File: src/rtl/hw16_core_pkg.sv
package hw16_core_pkg;

    localparam int WORD_W = 32;
    localparam int INSN_W = 16;
    localparam int RIDX_W = 4;

    typedef enum logic [3:0] {
        OP_ADD  = 4'd0,
        OP_SUB  = 4'd1,
        OP_AND  = 4'd2,
        OP_OR   = 4'd3,
        OP_XOR  = 4'd4,
        OP_ADDI = 4'd5,
        OP_SHF  = 4'd6,
        OP_LDI  = 4'd7,
        OP_LW   = 4'd8,
        OP_SW   = 4'd9,
        OP_BEQZ = 4'd10,
        OP_BNEZ = 4'd11,
        OP_BR   = 4'd12,
        OP_JAL  = 4'd13,
        OP_JR   = 4'd14,
        OP_NOP  = 4'd15
    } opcode_e;

    typedef enum logic [3:0] {
        ALU_ADD, ALU_SUB, ALU_AND, ALU_OR, ALU_XOR,
        ALU_SHL1, ALU_SHL4, ALU_SHR1, ALU_SHR4, ALU_PASSB
    } alu_op_e;

    typedef enum logic [2:0] {
        FL_NONE, FL_EQZ, FL_NEZ, FL_ALWAYS, FL_REG
    } flow_e;

    typedef enum logic [1:0] {
        ST_BOOT, ST_RUN, ST_MEMWAIT
    } pstate_e;

    typedef struct packed {
        alu_op_e             alu;
        logic                use_imm;
        logic [WORD_W-1:0]   imm;
        logic                wr;
        logic [RIDX_W-1:0]   rd;
        logic [RIDX_W-1:0]   rs_a;
        logic [RIDX_W-1:0]   rs_b;
        logic                ld;
        logic                st;
        logic                link;
        flow_e               flow;
    } ctrl_t;

endpackage

File: src/rtl/hw16_regfile.sv
module hw16_regfile #(
    parameter int W    = 32,
    parameter int AW   = 4,
    parameter int NRD  = 2
) (
    input  logic              clk,
    input  logic              we,
    input  logic [AW-1:0]     waddr,
    input  logic [W-1:0]      wdata,
    input  logic [NRD*AW-1:0] raddr,
    output logic [NRD*W-1:0]  rdata
);
    localparam int NREG = 1 << AW;

    logic [W-1:0] regs [1:NREG-1];

    always_ff @(posedge clk) begin
        for (int i = 1; i < NREG; i++) begin
            if (we && waddr == AW'(i)) begin
                regs[i] <= wdata;
            end
        end
    end

    for (genvar p = 0; p < NRD; p++) begin : g_rd
        logic [AW-1:0] ra;
        assign ra = raddr[p*AW +: AW];
        always_comb begin
            if (ra == '0) begin
                rdata[p*W +: W] = '0;
            end else if (we && waddr == ra) begin
                rdata[p*W +: W] = wdata;
            end else begin
                rdata[p*W +: W] = regs[ra];
            end
        end
    end

endmodule

File: src/rtl/hw16_decode.sv
module hw16_decode
    import hw16_core_pkg::*;
#(
    parameter int W  = WORD_W,
    parameter int IW = INSN_W
) (
    input  logic [IW-1:0] ir,
    output ctrl_t         ctrl
);
    opcode_e op;
    assign op = opcode_e'(ir[IW-1 -: 4]);

    always_comb begin
        ctrl         = '0;
        ctrl.alu     = ALU_ADD;
        ctrl.flow    = FL_NONE;
        ctrl.rd      = ir[11:8];
        ctrl.rs_a    = ir[7:4];
        ctrl.rs_b    = ir[3:0];
        unique case (op)
            OP_ADD:  begin ctrl.alu = ALU_ADD; ctrl.wr = 1'b1; end
            OP_SUB:  begin ctrl.alu = ALU_SUB; ctrl.wr = 1'b1; end
            OP_AND:  begin ctrl.alu = ALU_AND; ctrl.wr = 1'b1; end
            OP_OR:   begin ctrl.alu = ALU_OR;  ctrl.wr = 1'b1; end
            OP_XOR:  begin ctrl.alu = ALU_XOR; ctrl.wr = 1'b1; end
            OP_ADDI: begin
                ctrl.alu     = ALU_ADD;
                ctrl.use_imm = 1'b1;
                ctrl.imm     = W'(signed'(ir[3:0]));
                ctrl.wr      = 1'b1;
            end
            OP_SHF: begin
                unique case (ir[1:0])
                    2'd0: ctrl.alu = ALU_SHL1;
                    2'd1: ctrl.alu = ALU_SHL4;
                    2'd2: ctrl.alu = ALU_SHR1;
                    default: ctrl.alu = ALU_SHR4;
                endcase
                ctrl.wr = 1'b1;
            end
            OP_LDI: begin
                ctrl.alu     = ALU_PASSB;
                ctrl.use_imm = 1'b1;
                ctrl.imm     = W'(signed'(ir[7:0]));
                ctrl.wr      = 1'b1;
            end
            OP_LW: begin
                ctrl.use_imm = 1'b1;
                ctrl.imm     = W'({ir[3:0], 2'b00});
                ctrl.wr      = 1'b1;
                ctrl.ld      = 1'b1;
            end
            OP_SW: begin
                ctrl.use_imm = 1'b1;
                ctrl.imm     = W'({ir[3:0], 2'b00});
                ctrl.rs_b    = ir[11:8];
                ctrl.st      = 1'b1;
            end
            OP_BEQZ, OP_BNEZ: begin
                ctrl.rs_a = ir[11:8];
                ctrl.imm  = W'(signed'({ir[7:0], 1'b0}));
                ctrl.flow = (op == OP_BEQZ) ? FL_EQZ : FL_NEZ;
            end
            OP_BR: begin
                ctrl.imm  = W'(signed'({ir[11:0], 1'b0}));
                ctrl.flow = FL_ALWAYS;
            end
            OP_JAL: begin
                ctrl.imm  = W'(signed'({ir[7:0], 1'b0}));
                ctrl.flow = FL_ALWAYS;
                ctrl.link = 1'b1;
                ctrl.wr   = 1'b1;
            end
            OP_JR: begin
                ctrl.flow = FL_REG;
            end
            default: begin
            end
        endcase
        if (ctrl.rd == '0) begin
            ctrl.wr = 1'b0;
        end
    end

endmodule

File: src/rtl/hw16_alu.sv
module hw16_alu
    import hw16_core_pkg::*;
#(
    parameter int W = WORD_W
) (
    input  alu_op_e      op,
    input  logic [W-1:0] a,
    input  logic [W-1:0] b,
    output logic [W-1:0] y
);
    always_comb begin
        unique case (op)
            ALU_ADD:  y = a + b;
            ALU_SUB:  y = a - b;
            ALU_AND:  y = a & b;
            ALU_OR:   y = a | b;
            ALU_XOR:  y = a ^ b;
            ALU_SHL1: y = a << 1;
            ALU_SHL4: y = a << 4;
            ALU_SHR1: y = a >> 1;
            ALU_SHR4: y = a >> 4;
            default:  y = b;
        endcase
    end

endmodule

File: src/rtl/hw16_core.sv
module hw16_core
    import hw16_core_pkg::*;
#(
    parameter int          W        = WORD_W,
    parameter int          IW       = INSN_W,
    parameter int          AW       = RIDX_W,
    parameter logic [31:0] RESET_PC = 32'h0
) (
    input  logic          clk,
    input  logic          rst,
    output logic [W-1:0]  imem_addr,
    input  logic [IW-1:0] imem_data,
    output logic          dmem_req,
    output logic          dmem_we,
    output logic [W-1:0]  dmem_addr,
    output logic [W-1:0]  dmem_wdata,
    input  logic [W-1:0]  dmem_rdata,
    input  logic          dmem_ready
);
    localparam int          NRD     = 2;
    localparam logic [W-1:0] PC_STEP = W'(IW / 8);

    pstate_e state, state_nx;
    logic    fetch_en, stall, redirect;
    logic [W-1:0] redirect_pc;

    // fetch
    logic [W-1:0]  pc_q;
    // register read
    logic          rf_valid;
    logic [IW-1:0] rf_ir;
    logic [W-1:0]  rf_pc;
    ctrl_t         rf_ctrl;
    logic [NRD*W-1:0] rf_rdata;
    // execute
    logic          ex_valid;
    ctrl_t         ex_ctrl;
    logic [W-1:0]  ex_pc, ex_a, ex_b;
    logic [W-1:0]  opa, opb, alu_b, alu_y, seq_pc, ex_result;
    logic          taken;
    // writeback
    logic          wb_valid, wb_wr, wb_ld, wb_st;
    logic [AW-1:0] wb_rd;
    logic [W-1:0]  wb_res, wb_sdata, wb_value;
    logic          rf_we;

    // control state register
    always_ff @(posedge clk) begin
        if (rst) state <= ST_BOOT;
        else     state <= state_nx;
    end

    always_comb begin
        state_nx = state;
        unique case (state)
            ST_BOOT:    state_nx = ST_RUN;
            ST_RUN:     if (stall) state_nx = ST_MEMWAIT;
            ST_MEMWAIT: if (dmem_ready) state_nx = ST_RUN;
            default:    state_nx = ST_BOOT;
        endcase
    end

    // control outputs
    always_comb begin
        fetch_en = (state != ST_BOOT);
        stall    = wb_valid && (wb_ld || wb_st) && !dmem_ready;
    end

    // fetch stage
    assign imem_addr = pc_q;

    always_ff @(posedge clk) begin
        if (rst) begin
            pc_q     <= RESET_PC;
            rf_valid <= 1'b0;
            rf_ir    <= '0;
            rf_pc    <= '0;
        end else if (!fetch_en) begin
            rf_valid <= 1'b0;
        end else if (!stall) begin
            pc_q     <= redirect ? redirect_pc : pc_q + PC_STEP;
            rf_valid <= !redirect;
            rf_ir    <= imem_data;
            rf_pc    <= pc_q;
        end
    end

    // register read stage
    hw16_decode #(.W(W), .IW(IW)) u_dec (
        .ir   (rf_ir),
        .ctrl (rf_ctrl)
    );

    hw16_regfile #(.W(W), .AW(AW), .NRD(NRD)) u_rf (
        .clk   (clk),
        .we    (rf_we),
        .waddr (wb_rd),
        .wdata (wb_value),
        .raddr ({rf_ctrl.rs_b, rf_ctrl.rs_a}),
        .rdata (rf_rdata)
    );

    always_ff @(posedge clk) begin
        if (rst) begin
            ex_valid <= 1'b0;
            ex_ctrl  <= '0;
            ex_pc    <= '0;
            ex_a     <= '0;
            ex_b     <= '0;
        end else if (!stall) begin
            ex_valid <= rf_valid && !redirect;
            ex_ctrl  <= rf_ctrl;
            ex_pc    <= rf_pc;
            ex_a     <= rf_rdata[0 +: W];
            ex_b     <= rf_rdata[W +: W];
        end
    end

    // execute stage: result forwarding from writeback
    always_comb begin
        opa = ex_a;
        opb = ex_b;
        if (wb_valid && wb_wr && wb_rd == ex_ctrl.rs_a) opa = wb_value;
        if (wb_valid && wb_wr && wb_rd == ex_ctrl.rs_b) opb = wb_value;
    end

    assign alu_b = ex_ctrl.use_imm ? ex_ctrl.imm : opb;

    hw16_alu #(.W(W)) u_alu (
        .op (ex_ctrl.alu),
        .a  (opa),
        .b  (alu_b),
        .y  (alu_y)
    );

    assign seq_pc    = ex_pc + PC_STEP;
    assign ex_result = ex_ctrl.link ? seq_pc : alu_y;

    always_comb begin
        unique case (ex_ctrl.flow)
            FL_EQZ:    taken = (opa == '0);
            FL_NEZ:    taken = (opa != '0);
            FL_ALWAYS: taken = 1'b1;
            FL_REG:    taken = 1'b1;
            default:   taken = 1'b0;
        endcase
        taken       = taken && ex_valid;
        redirect    = taken && !stall;
        redirect_pc = (ex_ctrl.flow == FL_REG) ? {opa[W-1:1], 1'b0}
                                               : seq_pc + ex_ctrl.imm;
    end

    // writeback stage; wb_res doubles as the data address register
    always_ff @(posedge clk) begin
        if (rst) begin
            wb_valid <= 1'b0;
            wb_wr    <= 1'b0;
            wb_ld    <= 1'b0;
            wb_st    <= 1'b0;
            wb_rd    <= '0;
            wb_res   <= '0;
            wb_sdata <= '0;
        end else if (!stall) begin
            wb_valid <= ex_valid;
            wb_wr    <= ex_ctrl.wr;
            wb_ld    <= ex_ctrl.ld;
            wb_st    <= ex_ctrl.st;
            wb_rd    <= ex_ctrl.rd;
            wb_res   <= ex_result;
            wb_sdata <= opb;
        end
    end

    assign wb_value   = wb_ld ? dmem_rdata : wb_res;
    assign rf_we      = wb_valid && wb_wr && !stall;
    assign dmem_req   = wb_valid && (wb_ld || wb_st);
    assign dmem_we    = wb_st;
    assign dmem_addr  = wb_res;
    assign dmem_wdata = wb_sdata;

endmodule

File: config.mk
export PLATFORM = sky130hd
export DESIGN_NAME = hw16_core
export DESIGN_NICKNAME = d
export VERILOG_FILES = /design/src/rtl/hw16_core_pkg.sv /design/src/rtl/hw16_regfile.sv /design/src/rtl/hw16_decode.sv /design/src/rtl/hw16_alu.sv /design/src/rtl/hw16_core.sv
export SDC_FILE = /design/constraint.sdc
export NUM_CORES = 2
export LEC_CHECK = 0
export ABC_AREA = 1
export BUFFER_PORTS_ARGS = -buffer_cell sky130_fd_sc_hd__clkbuf_2
export CELL_PAD_IN_SITES_DETAIL_PLACEMENT = 0
export CELL_PAD_IN_SITES_GLOBAL_PLACEMENT = 1
export CORE_MARGIN = 4
export CORE_UTILIZATION = 53
export CTS_BUF_LIST = sky130_fd_sc_hd__clkbuf_4 sky130_fd_sc_hd__clkbuf_8
export DETAILED_ROUTE_END_ITERATION = 16
export HOLD_SLACK_MARGIN = 0.15
export PLACE_DENSITY_LB_ADDON = 0.1
export SETUP_SLACK_MARGIN = 0.05
export SYNTH_ARGS = -nofsm -noshare
export SYNTH_HDL_FRONTEND = slang
export SYNTH_SLANG_ARGS = --single-unit
File: constraint.sdc
create_clock -name clk -period 11.2 [get_ports clk]
set_input_delay 0.56 -clock clk [delete_from_list [all_inputs] [get_ports clk]]
set_output_delay 0.56 -clock clk [all_outputs]
set_load 0.03 [all_outputs]
Word level (Yosys, flattened, before mapping)
Memory sizes are Yosys's and may differ from the RTL's.
Cells that the tools add are included.

cells by class
  add/sub/neg operators = 5
  multipliers = 0
  div/mod/pow operators = 0
  magnitude comparators = 0
  equal/unequal tests = 51
  shifts and indexed selects = 0
  mux-type cells = 101
  bitwise logic cells = 5
  reductions and logical operators = 64

operators by type and width
  cell                   count
  $mux 32                25
  $reduce_or 32->1       14
  $pmux 32 s9            1
  $pmux 32 s5            1
  $add 32x2->32 const B  2
  $add 32x32->32         2
  $eq 4x4->1 const B     16
  $mux 4                 16
  $mux 1                 50
  $eq 4x3->1 const B     12
  $and 32x32->32         1
  $logic_not 32->1       1
  $or 32x32->32          1
  $reduce_bool 32->1     1
  $sub 32x32->32         1
  $xor 32x32->32         1
  $logic_and 1x1->1      26
  $eq 4x2->1 const B     6
  $pmux 4 s6             1
  $logic_not 4->1        5
  $eq 4x4->1             4
  $eq 4x1->1 const B     3
  $pmux 4 s3             1
  $reduce_or 10->1       1
  other kinds (19)       34

storage, ports and cells
  register bits = 308
  bits in latches = 0
  RAM bits = 480
  bits in read-only memories = 0
  bits of input ports = 51
  output and inout bits = 98
  logic and storage cells = 254
  memories kept = 1

memories
  memory     words  bits a word  read ports  clocked after memory_dff  write ports  RTL line            source
  u_rf.regs  15     32           2           0                         1            hw16_regfile.sv:15  logic [W-1:0] regs [1:NREG-1];

Depth between registers and ports, before layout
  depth after elaboration = 23
  gate-level depth with buffers = 35
  depth with buffers taken out = 34

Modules after synthesis
From an unflattened synthesis, not the netlist that was laid out.

unflattened totals
  cells, all modules = 7,273
  area, all modules = 50,095.5 um^2

modules (own cells, without submodules)
  module        instances  cells an instance  area each (um^2)  sequential area each (um^2)
  hw16_regfile  1          3,467              26,608.0          14,413.8
  hw16_core     1          2,561              16,737.3          6,165.9
  hw16_alu      1          1,104              5,989.5           0.0
  hw16_decode   1          141                760.7             0.0

Worst setup path before layout
Ideal clock, no wire load.

  path type = register -> register
  start = register wb_valid
  end = register wb_res[29] (netlist: dmem_addr[29])
  setup time = 0.070 ns
  data arrival time = 4.281 ns
  data required time = 11.130 ns
  setup slack = 6.849 ns
  stages on the path, launching flop included = 34
  path buffers = 1
  clock period less this slack = 4.351 ns
  cell sequence = dfxtp_1 nand2_1 inv_1 nand2_1 nor2_2 nand3_2 buf_2 nand2_1 nand2_1 nand2_1 nand2_1 inv_1 ha_1 nand3_1 nor2_1 nand3_1 nor2_1 nand2_1 nand2_1 o21ai_1 nor2_1 xor2_1 ha_1 nand2_1 nor4_1 nand3_1 nand3_1 a21o_1 a31oi_1 nand2_1 nand2_1 o21ai_0 nand3_1 a21oi_1

on the way
  longest elaborated chain between the ends = 7
  elaborated cells between the ends (all ways) = 15
  classes of those cells = add/sub (2); mux (5); bitwise (3); reduce/logical (5)

ends and longest elaborated chain
  element                                       RTL line                            source
  start: declaration                            hw16_core.sv:42                     logic wb_valid, wb_wr, wb_ld, wb_st;
  start signal: assignment                      hw16_core.sv:164                    wb_valid <= ex_valid;
  $logic_and 1x1->1                             hw16_core.sv:123, hw16_core.sv:124
  $logic_and 1x1->1                             hw16_core.sv:124                    if (wb_valid && wb_wr && wb_rd == ex_ctrl.rs_b) opb = wb_value;
  $mux 32                                       hw16_core.sv:124
  $mux 32                                       hw16_core.sv:127                    assign alu_b = ex_ctrl.use_imm ? ex_ctrl.imm : opb;
  $sub 32x32->32, or another cell as far along  hw16_alu.sv:14                      ALU_SUB: y = a - b;
  $pmux 32 s9                                   hw16_alu.sv:12                      unique case (op)
  $mux 32                                       hw16_core.sv:137                    assign ex_result = ex_ctrl.link ? seq_pc : alu_y;
  end signal: assignment                        hw16_core.sv:169                    wb_res <= ex_result;
  end: declaration                              hw16_core.sv:44                     logic [W-1:0] wb_res, wb_sdata, wb_value;

Parallel ways exist; a longest one is shown, timed or not.
A chain may end at the register's enable or synchronous reset.

Final worst setup path
  start = register wb_rd[1]
  end = register wb_res[29] (netlist: dmem_addr[29])

on the way
  longest elaborated chain between the ends = 7
  elaborated cells between the ends (all ways) = 14
  classes of those cells = add/sub (2); eq/ne (2); mux (5); bitwise (3); reduce/logical (2)

ends and longest elaborated chain
  element                                       RTL line          source
  start: declaration                            hw16_core.sv:43   logic [AW-1:0] wb_rd;
  start signal: assignment                      hw16_core.sv:168  wb_rd <= ex_ctrl.rd;
  $eq 4x4->1                                    hw16_core.sv:124
  $logic_and 1x1->1                             hw16_core.sv:124
  $mux 32                                       hw16_core.sv:124
  $mux 32                                       hw16_core.sv:127
  $sub 32x32->32, or another cell as far along  hw16_alu.sv:14
  $pmux 32 s9 (*)                               hw16_alu.sv:12
  $mux 32 (*)                                   hw16_core.sv:137

Every way passes the cells marked *; elsewhere a longest branch is shown, timed or not.

==> out/summary.txt <==
Pre-CTS WS -> 4910 ps
Post-Syn Area per Cell -> 7.78 um2
Static Leak -> 21.0 nW
Peak supply drop -> 0.118 mV
Clk_lat worst skew -> 820 ps
DR WL/cell -> 25.9 um
Arr. time, crit path -> 7150 ps
Crit path max fanout -> 35
Sink Count -> 769
Worst Skew -> 45.5 ps
Worst Setup Start Kind -> flop
Final setup violation count -> 0
Via count -> 44600
Critical path type -> flop to flop
Final min period -> 6400 ps
Routability congestion estimate -> 1.02
Async set-reset flop share out of synthesis -> 0%
Clk slew on worst S/H paths -> 60 ps
Core footprint -> 85400 um2
Initial Util -> 53.5%
Internal Dissipation -> 0.00528 W
Initial DRC Count -> 5961
DRC violations left -> 0
Root Driver -> clkbuf_8
Top cell type's share of synthesized area -> 31.5%
# rows -> 107
Initial antenna violation count -> 5
Nets -> 6068
CTS tree -> done
Post-CTS Setup Bufs -> 0
Hold crit path type -> input pin to flop
Number of warnings issued by yosys -> 0
Synthesized Nets -> 6060
Die Ht -> 302 um
Status -> finished, final reports clean
Power Density -> 167 nW/um2
CTS Buf Count -> 133
Register area share after synthesis -> 44.2%
Clock share of power -> 31.6%
Die span in x -> 302 um
IO Pins -> 149
Worst EP required -> 11950 ps
Mapped Cells -> 5874
Pre-Repair DR Iteration Count -> 7
Die footprint -> 91000 um2
Largest net degree at the start of global routing -> 130
CP peak stage delay -> 730 ps
Max-Cap Viols -> 0
Detailed Place HPWL -> 122000 um
Routed Wire Length -> 184000 um
Most common cell in the netlist -> nand2_1
Commonest cells post-synth -> nand2_1, o21ai_0, inv_1, a21oi_1, edfxtp_1
Most Frequent Cell on Critical Path -> nand2_1
Layout cells sized above 1 -> 9.87%
Rel. slew slack -> 10.4%
Total negative slack -> 0 ps
Flop and latch count out of synthesis -> 769
RSZ-0062 raised after global routing -> no
Overflow after GRT -> 0
Final Util -> 58.7%
Least-Margin Pin Slew -> 1330 ps
First-pass GRT wire length -> 269000 um
Flop pwr share -> 40.6%
FF/Latch Area -> 20200 um2
Top post-synthesis cells by area -> edfxtp_1, dfxtp_1, nand2_1
Vias in the first global route -> 41400
Switching Share -> 37.1%
Max Root-Sink Buffers -> 3
Comb power frac -> 27.9%
Yosys cell types -> 63
Final hold vios -> 0
Setup crit end kind -> flop
GRT Util Overall -> 39.6%
Post-Synthesis Cell Area -> 45700 um2
Port bufs -> 148
Slowest-stage cell, CP -> nand3_2
Final WS setup -> 4800 ps
Via-to-Cell Ratio -> 6.26
Multi-input gate area -> 21900 um2
Final Cycle Share -> 57.1%
Slew Limit Fails -> 0
Fmax -> 156 MHz
Routed Antenna Nets -> 0
Primary FF master, synth -> edfxtp_1
EDFF count, synth -> 480
H-Tree Depth -> 4
P_sw -> 0.00311 W
Hold slack final -> 227 ps
Area leader, netlist -> edfxtp_1
Filler cell count -> 8035
Area Growth Syn to Fin -> 9.76%
[registers in the layout (all words and copies together), names as in the netlist]
signal      cells
dmem_addr      32
dmem_wdata     32
dmem_we         1
ex_a           32
ex_b           32
ex_ctrl        37
ex_pc          32
ex_valid        1
imem_addr      32
rf_ir          16
rf_pc          32
rf_valid        1
state           2
u_rf.regs     480
wb_ld           1
wb_rd           4
wb_valid        1
wb_wr           1
[layer usage]
metal	up-vias	global-route usage (%)	part of all wire (%)
met5	-	0	0.021
met2	2757	59.5	43
met3	534	10.3	12
met1	21000	52.6	39
met4	6	20.5	5.8
li1	20300	-	-
[metrics by stage]
step / cell area, um2 / std cells / total power, W
global placement: 47300 / 6875 / 0.00567
CTS: 50100 / 7123 / 0.00831
floorplan: 45700 / 5874 / 0.00479
finish: 50200 / 7127 / 0.00839
global route: 50100 / 7126 / 0.00869
detailed placement: 47300 / 6875 / 0.00568
[final cells by class]
cell class | instances | share of cell area, %
clock buffers | 191 | 4.77
inverters | 619 | 4.67
multi-input cells | 4111 | 43.7
repair buffers | 248 | 3.08
clock inverters | 41 | 0.629
flip-flops and latches | 769 | 40.3
well taps | 1144 | 2.85
diodes | 4 | 0.0200
[power groups by stage]
stage               Sequential (W)  Combinational, W  Clock (W)
floorplan                  0.00349           0.00130          0
global placement           0.00346           0.00222          0
detailed placement         0.00345           0.00223          0
CTS                        0.00340           0.00224    0.00267
global route               0.00341           0.00248    0.00280
finish                     0.00341           0.00234    0.00265
[layout by cell type (no fill, tap or decap), types with 14 or more instances in the layout]
master / n
xor2_1: 72
clkbuf_2: 147
dlygate4sd3_1: 16
o21bai_1: 14
o31ai_1: 26
nand4_1: 57
o22ai_1: 52
buf_4: 84
clkinv_1: 22
o311ai_0: 16
o21ai_4: 19
nor3_1: 44
o2111ai_1: 31
dfxtp_1: 288
ha_1: 133
clkbuf_4: 38
edfxtp_1: 480
a221oi_1: 40
o21ai_0: 650
nor2_4: 16
a211oi_1: 27
clkbuf_8: 153
nand2_1: 1250
nor4_1: 19
or2_2: 53
xnor2_1: 17
nor2_1: 289
nand3_1: 399
a21oi_1: 577
a31oi_1: 33
inv_1: 599
o211ai_1: 144
[worst max-delay path, delay by kind of cell (launching register included)]
kind                       cells  cell delay, ps
and+or+nand+nor               22            4200
xor gates and xnor gates       1             110
buffers and inverters          2             280
DFF                            1             420
AOI/OAI and AO/OA              5             710
adders and majority gates      2             570
[cells by family (layout without fill, tap and decap cells)]
logic type	count (synthesis)	after routing	share of synthesized area [%]
AO/OA/AOI/OAI	1719	1719	21.8
XOR/XNOR	90	90	1.74
adder cells (fa/ha/maj)	135	135	3.73
buffers and inverters	994	1099	8.38
flip-flops	769	769	44.2
other	0	4	0
AND/OR/NAND/NOR	2167	2167	20.1
[what timing repair did]
| action | CTS | global route |
|---|---|---|
| hold endpoints to repair | 16 | 0 |
| hold buffers | 16 | 0 |
| resized for setup | 0 | 0 |
[worst paths after layout]
kind / cells past startpoint / slack, ps / end / startpoint
setup reg to reg: 32 / 4800 / dmem_addr[29]$_SDFFE_PP0N_ / wb_rd[1]$_SDFFE_PP0N_
hold reg to reg: 2 / 450 / ex_pc[26]$_SDFFE_PP0N_ / rf_pc[26]$_SDFFE_PP0P_
setup / recovery: 32 / 4800 / dmem_addr[29]$_SDFFE_PP0N_ / wb_rd[1]$_SDFFE_PP0N_
hold / removal: 4 / 230 / state[1]$_SDFFE_PP0P_ / dmem_ready
Note: power is estimated with default switching activity, not from simulation.
